$ cat src/rtl/cdac_pkg.sv
package cdac_pkg;

   typedef enum logic [2:0] {
      PH_IDLE   = 3'd0,
      PH_RESET  = 3'd1,
      PH_GAP    = 3'd2,
      PH_CHARGE = 3'd3,
      PH_DONE   = 3'd4
   } cdac_phase_e;

   typedef struct packed {
      logic arr_rst;
      logic unity;
      logic cint_gnd;
      logic arr_conn;
   } cdac_sw_t;

   function automatic int unsigned max_u(input int unsigned a, input int unsigned b);
      return (a > b) ? a : b;
   endfunction

   // total unit capacitors in a binary array of n bits plus terminator
   function automatic longint unsigned array_units(input int unsigned n);
      longint unsigned s;
      s = 1;
      for (int unsigned i = 0; i < n; i++) s += (longint'(1) << i);
      return s;
   endfunction

endpackage

$ cat src/rtl/cdac_phase_seq.sv
module cdac_phase_seq
   import cdac_pkg::*;
#(
   parameter int unsigned RST_CYCLES = 3,
   parameter int unsigned CHG_CYCLES = 4
) (
   input  logic        clk,
   input  logic        rst_n,
   input  logic        req,
   output cdac_phase_e phase,
   output logic        capture
);
   localparam int unsigned MAX_LEN = max_u(RST_CYCLES, CHG_CYCLES);
   localparam int unsigned CNT_W   = (MAX_LEN > 1) ? $clog2(MAX_LEN) : 1;
   localparam logic [CNT_W-1:0] RST_LAST = CNT_W'(RST_CYCLES - 1);
   localparam logic [CNT_W-1:0] CHG_LAST = CNT_W'(CHG_CYCLES - 1);

   if (RST_CYCLES < 1) begin : g_bad_rst
      $error("cdac_phase_seq: RST_CYCLES must be at least 1");
   end
   if (CHG_CYCLES < 1) begin : g_bad_chg
      $error("cdac_phase_seq: CHG_CYCLES must be at least 1");
   end

   cdac_phase_e      ph_q, ph_d;
   logic [CNT_W-1:0] cnt_q, cnt_d;
   logic             accept;

   assign accept  = req && (ph_q == PH_IDLE || ph_q == PH_DONE);
   assign capture = accept;
   assign phase   = ph_q;

   always_comb begin
      ph_d  = ph_q;
      cnt_d = cnt_q;
      unique case (ph_q)
         PH_IDLE, PH_DONE: begin
            if (accept) begin
               ph_d  = PH_RESET;
               cnt_d = '0;
            end
         end
         PH_RESET: begin
            if (cnt_q == RST_LAST) begin
               ph_d  = PH_GAP;
               cnt_d = '0;
            end else begin
               cnt_d = cnt_q + 1'b1;
            end
         end
         PH_GAP: begin
            ph_d  = PH_CHARGE;
            cnt_d = '0;
         end
         PH_CHARGE: begin
            if (cnt_q == CHG_LAST) begin
               ph_d  = PH_DONE;
               cnt_d = '0;
            end else begin
               cnt_d = cnt_q + 1'b1;
            end
         end
         default: begin
            ph_d  = PH_IDLE;
            cnt_d = '0;
         end
      endcase
   end

   always_ff @(posedge clk or negedge rst_n) begin
      if (!rst_n) begin
         ph_q  <= PH_IDLE;
         cnt_q <= '0;
      end else begin
         ph_q  <= ph_d;
         cnt_q <= cnt_d;
      end
   end

   // the gap always lasts one cycle and leads into charge
   assert_gap_single_R3: assert property (@(posedge clk) disable iff (!rst_n)
      (ph_q == PH_GAP) |=> (ph_q == PH_CHARGE));

   // reset never leads straight into charge
   assert_reset_to_gap_R3: assert property (@(posedge clk) disable iff (!rst_n)
      (ph_q == PH_RESET) |=> (ph_q == PH_RESET || ph_q == PH_GAP));

   // a busy sequence never restarts on a request
   assert_busy_ignores_req_R7: assert property (@(posedge clk) disable iff (!rst_n)
      (ph_q == PH_CHARGE) |=> (ph_q == PH_CHARGE || ph_q == PH_DONE));

   // counter stays inside the active phase's window
   assert_cnt_window_R2: assert property (@(posedge clk) disable iff (!rst_n)
      ((ph_q == PH_RESET) |-> (cnt_q <= RST_LAST)) and
      ((ph_q == PH_CHARGE) |-> (cnt_q <= CHG_LAST)));

endmodule

$ cat src/rtl/cdac_code_latch.sv
module cdac_code_latch #(
   parameter int unsigned NBITS = 4
) (
   input  logic             clk,
   input  logic             rst_n,
   input  logic             capture,
   input  logic [NBITS-1:0] code,
   input  logic             drive_en,
   output logic [NBITS-1:0] plate_sel
);
   logic [NBITS-1:0] held_q;

   for (genvar i = 0; i < NBITS; i++) begin : g_plate
      always_ff @(posedge clk or negedge rst_n) begin
         if (!rst_n)       held_q[i] <= 1'b0;
         else if (capture) held_q[i] <= code[i];
      end
      assign plate_sel[i] = held_q[i] & drive_en;
   end

   // captured word changes only on an accepted request
   assert_hold_code_R5: assert property (@(posedge clk) disable iff (!rst_n)
      !$past(capture) |-> $stable(held_q));

endmodule

$ cat src/rtl/cdac_sw_decode.sv
module cdac_sw_decode
   import cdac_pkg::*;
(
   input  cdac_phase_e phase,
   output cdac_sw_t    sw,
   output logic        drive_en,
   output logic        valid
);
   always_comb begin
      sw       = '0;
      drive_en = 1'b0;
      valid    = 1'b0;
      unique case (phase)
         PH_RESET: begin
            sw.arr_rst  = 1'b1;
            sw.unity    = 1'b1;
            sw.cint_gnd = 1'b1;
         end
         PH_CHARGE: begin
            sw.arr_conn = 1'b1;
            drive_en    = 1'b1;
         end
         PH_DONE: begin
            sw.arr_conn = 1'b1;
            drive_en    = 1'b1;
            valid       = 1'b1;
         end
         default: ;
      endcase
   end
endmodule

$ cat src/rtl/cdac_phase_ctrl.sv
module cdac_phase_ctrl
   import cdac_pkg::*;
#(
   parameter int unsigned NBITS      = 4,
   parameter int unsigned RST_CYCLES = 3,
   parameter int unsigned CHG_CYCLES = 4
) (
   input  logic             clk,
   input  logic             rst_n,
   input  logic             req,
   input  logic [NBITS-1:0] code,
   output logic [NBITS-1:0] plate_sel,
   output logic             arr_reset,
   output logic             sw_unity,
   output logic             sw_cint_gnd,
   output logic             sw_array_conn,
   output logic             out_valid
);
   localparam longint unsigned UNIT_TOTAL = longint'(1) << NBITS;

   if (NBITS < 1 || NBITS > 24) begin : g_bad_bits
      $error("cdac_phase_ctrl: NBITS out of range 1..24");
   end
   if (array_units(NBITS) != UNIT_TOTAL) begin : g_bad_units
      $error("cdac_phase_ctrl: array units do not sum to 2^NBITS");
   end

   cdac_phase_e ph;
   logic        cap;
   cdac_sw_t    sw;
   logic        drv;

   cdac_phase_seq #(
      .RST_CYCLES (RST_CYCLES),
      .CHG_CYCLES (CHG_CYCLES)
   ) seq_i (
      .clk     (clk),
      .rst_n   (rst_n),
      .req     (req),
      .phase   (ph),
      .capture (cap)
   );

   cdac_sw_decode dec_i (
      .phase    (ph),
      .sw       (sw),
      .drive_en (drv),
      .valid    (out_valid)
   );

   cdac_code_latch #(.NBITS(NBITS)) lat_i (
      .clk       (clk),
      .rst_n     (rst_n),
      .capture   (cap),
      .code      (code),
      .drive_en  (drv),
      .plate_sel (plate_sel)
   );

   assign arr_reset     = sw.arr_rst;
   assign sw_unity      = sw.unity;
   assign sw_cint_gnd   = sw.cint_gnd;
   assign sw_array_conn = sw.arr_conn;

   // plates grounded whenever the array is isolated
   assert_plates_safe_R8: assert property (@(posedge clk) disable iff (!rst_n)
      !sw_array_conn |-> (plate_sel == '0));

   // array connection excludes the offset-storage switches
   assert_switch_excl_R8: assert property (@(posedge clk) disable iff (!rst_n)
      sw_array_conn |-> !(sw_unity || sw_cint_gnd));

   // break before make between unity gain and array connection
   assert_break_make_R3: assert property (@(posedge clk) disable iff (!rst_n)
      $fell(sw_unity) |-> !sw_array_conn);

   // valid only follows a connected array and holds the plates
   assert_valid_hold_R6: assert property (@(posedge clk) disable iff (!rst_n)
      (out_valid && $past(out_valid)) |-> ($stable(plate_sel) && sw_array_conn));

   // valid rises only out of the charge phase
   assert_valid_after_charge_R6: assert property (@(posedge clk) disable iff (!rst_n)
      $rose(out_valid) |-> $past(sw_array_conn));

endmodule

$ cat config.mk
export PLATFORM = sky130hd
export DESIGN_NAME = cdac_phase_ctrl
export DESIGN_NICKNAME = d
export VERILOG_FILES = /design/src/rtl/cdac_pkg.sv /design/src/rtl/cdac_phase_seq.sv /design/src/rtl/cdac_code_latch.sv /design/src/rtl/cdac_sw_decode.sv /design/src/rtl/cdac_phase_ctrl.sv
export SDC_FILE = /design/constraint.sdc
export NUM_CORES = 1
export LEC_CHECK = 0
export ABC_AREA = 1
export BUFFER_PORTS_ARGS = -buffer_cell sky130_fd_sc_hd__buf_2
export CAP_MARGIN = 0
export CORE_AREA = 10 10 47 49
export DETAILED_ROUTE_END_ITERATION = 16
export DIE_AREA = 0 0 57 59
export GPL_TIMING_DRIVEN = 0
export PLACE_DENSITY = 0.68
export SLEW_MARGIN = 40
export SYNTH_ARGS = -nofsm -noshare
export SYNTH_HDL_FRONTEND = slang
export SYNTH_SLANG_ARGS = --single-unit
export TNS_END_PERCENT = 100
$ cat constraint.sdc
create_clock -name clk -period 1.4 [get_ports clk]
set_clock_uncertainty 0.15 [all_clocks]
set_input_delay 0.28 -clock clk [delete_from_list [all_inputs] [get_ports clk]]
set_output_delay 0.28 -clock clk [all_outputs]
set_load 0.1 [all_outputs]
==> flow_summary.ini <==
[status]
outcome = finished with violations
violations = setup timing

[clock_network]
cts_tree = done
cts-buffers-inserted = 3
ctsRootBufferMaster = clkbuf_4
cts_sinks = 9
htree_levels = 1
cts_buffer_depth = 2
clkTransAtPathRegs_ns = 0.06
clock_latency_ns = 0.26

[worst_setup_path]
worstSetupEndpointType = output port
cp.required_ns = 0.97
r2r_slack_ns = 0.06
critPathMaxFanout = 4
worst_setup_path_startpoint = seq_i.phase[1]
crit_type = reg -> out
r2r-end = seq_i.cnt_q[0]
cp.arrival_ns = 1.53
r2r-start = seq_i.cnt_q[0]
startpoint_type = flop
r2r_cells = 5

[drt]
drtPass1Iterations = 3
vias = 519
drt_wl_total_mm = 1.38
via_per_inst = 4.55
drt_iter0_markers = 9
wl_per_cell_um = 12.1
ant_nets = 0
drcViolationCount = 0

[grt]
grt_pass1_wl_mm = 2.10
antenna_found_initial = 0
grt_max_degree = 10
overflow = 0
track_usage_pct = 7.88
grt_pass1_vias = 493

[worst_hold_path]
min_path_cells = 3
worstHoldEndpoint = lat_i.held_q[3]
hold_start = code[3]
hp-class = in -> reg

[finish]
diodes = 0
final_area_um2 = 972
layout-drive-gt1-share_pct = 50.0
nets = 110
syn_to_final_growth_pct = 78.2

[sta]
min_period_over_period_pct = 140
layout_setup_ws_ns = -0.561
fmax_ghz = 0.510
finalSetupTns_ns = -4.08
slew_viol_final = 0
setup_viol = 9
hold_viol = 0
tightest_slew_ns = 0.238
rsz0062_at_grt = true
fin_crit_ns = 1.96
slew_headroom_pct = 84.1

[placement]
io_buffers = 15
gp_congestion = 0.771
dp_hpwl_um = 940
placed_area_um2 = 707

[logic_synthesis]
synth_cell_types = 15
synth_area_per_cell_um2 = 7.79
synth_compound_area_share_pct = 6.88
syn-instance-count = 70
synth_warnings = 0
synth_area_um2 = 546
yosys.area_share.xor_xnor_pct = 0
synth_top_family_by_area = simple AND/OR/NAND/NOR gates
yosysSeqAreaShare_pct = 41.3
synth_mux_area_share_pct = 0
syn-num-nets = 81
synth-simple-area-share_pct = 29.6
synthAdderAreaFrac_pct = 9.17
synth_seq_cells = 9

[die]
die_y_um = 59
start_util_pct = 38.9
ioPinCount = 16
rows = 14
core_um2 = 1400
die_area_um2 = 3360
die_w_um = 57

[flow_run]
cap_violations = 0
[cell usage after synthesis]
| cell type | number | share of area (%) |
|---|---|---|
| nand3_1 | 2 | 1.8 |
| nand2_1 | 12 | 8.3 |
| buf_4 | 2 | 2.8 |
| a21oi_1 | 6 | 5.5 |
| nand2_2 | 2 | 2.3 |
| nand4_1 | 2 | 2.3 |
| nor2_1 | 9 | 6.2 |
| and2_0 | 1 | 1.1 |
| ha_1 | 4 | 9.2 |
| nor2_2 | 3 | 3.4 |
| nand3b_2 | 1 | 2.1 |
| inv_1 | 15 | 10 |
| nor2_4 | 1 | 2.1 |
| o211ai_1 | 1 | 1.4 |
| dfrtp_1 | 9 | 41 |
[logic make-up (layout without fill, tap and decap cells)]
family                     count (synthesis)  count (layout)
DFF                                        9               9
buffers and inverters                     17              45
AOI/OAI and AO/OA                          7               7
adders and majority gates                  4               4
and+or+nand+nor                           33              33
[routing by layer]
metal	vias to the layer above	track usage [%]	share of wire [%]
met1	240	8.24	37
met4	0	5.03	1.9
met3	3	3.43	5.2
met2	9	12.7	56
li1	267	-	-
met5	-	0	0
[worst max path at each step]
stage	end	slack [ns]	depth (start not counted)
2_1_floorplan	plate_sel[0]	-0.89	5
3_5_place_dp	plate_sel[0]	-0.44	6
3_3_place_gp	plate_sel[0]	-0.41	6
5_1_grt	plate_sel[1]	-0.62	7
4_1_cts	sw_array_conn	-0.57	5
6_report	plate_sel[0]	-0.56	7
[area by class of cell]
type | count | area (um^2)
clock buffers | 4 | 26.3
multi-input cells | 44 | 310
flip-flops and latches | 9 | 228
well taps | 16 | 20.0
fillers | 116 | 429
plain buffers | 2 | 31.3
inverters | 15 | 63.8
repair buffers | 24 | 293
[stage by stage]
stage	util, %	worst slack, ns	instances	hold WS [ns]
CTS	63.0	-0.566	108	0.107
finish	69.4	-0.561	114	0.121
detailed placement	50.4	-0.437	101	-0.00824
global route	69.4	-0.618	114	0.128
floorplan	-	-0.887	70	-0.166
global placement	50.4	-0.409	101	-0.0106
[registers in the layout, indices dropped and copies added (netlist names)]
name,flops
seq_i.cnt_q,2
lat_i.held_q,4
seq_i.phase,3
[what timing repair did]
| action | in CTS | in global routing |
|---|---|---|
| hold endpoints to repair | 9 | 0 |
| hold buffers | 1 | 0 |
| buffers inserted | 2 | 6 |
| gates resized for setup | 35 | 9 |
| pin swaps | 3 | 5 |
| endpoints found under the setup margin | 9 | 15 |
[critical path, cell delays in order, from the launching register on]
cell	delay [ns]
dfrtp_1	0.42
nor2_2	0.16
inv_2	0.07
nor2_4	0.11
nor2_4	0.08
buf_4	0.15
nor2_4	0.09
buf_12	0.18
[cells in the final DEF (no fill, tap or decap), drive strengths merged]
cell type / count
nand3: 2
nor2: 13
dfrtp: 9
clkbuf: 4
nand2: 14
nand3b: 1
nand4: 2
a21oi: 6
clkinvlp: 2
inv: 13
ha: 4
buf: 25
and2: 1
dlygate4sd3: 1
o211ai: 1
Power is not shown: default switching activity piles up to over one toggle a cycle in this logic, so the estimate is an artifact.
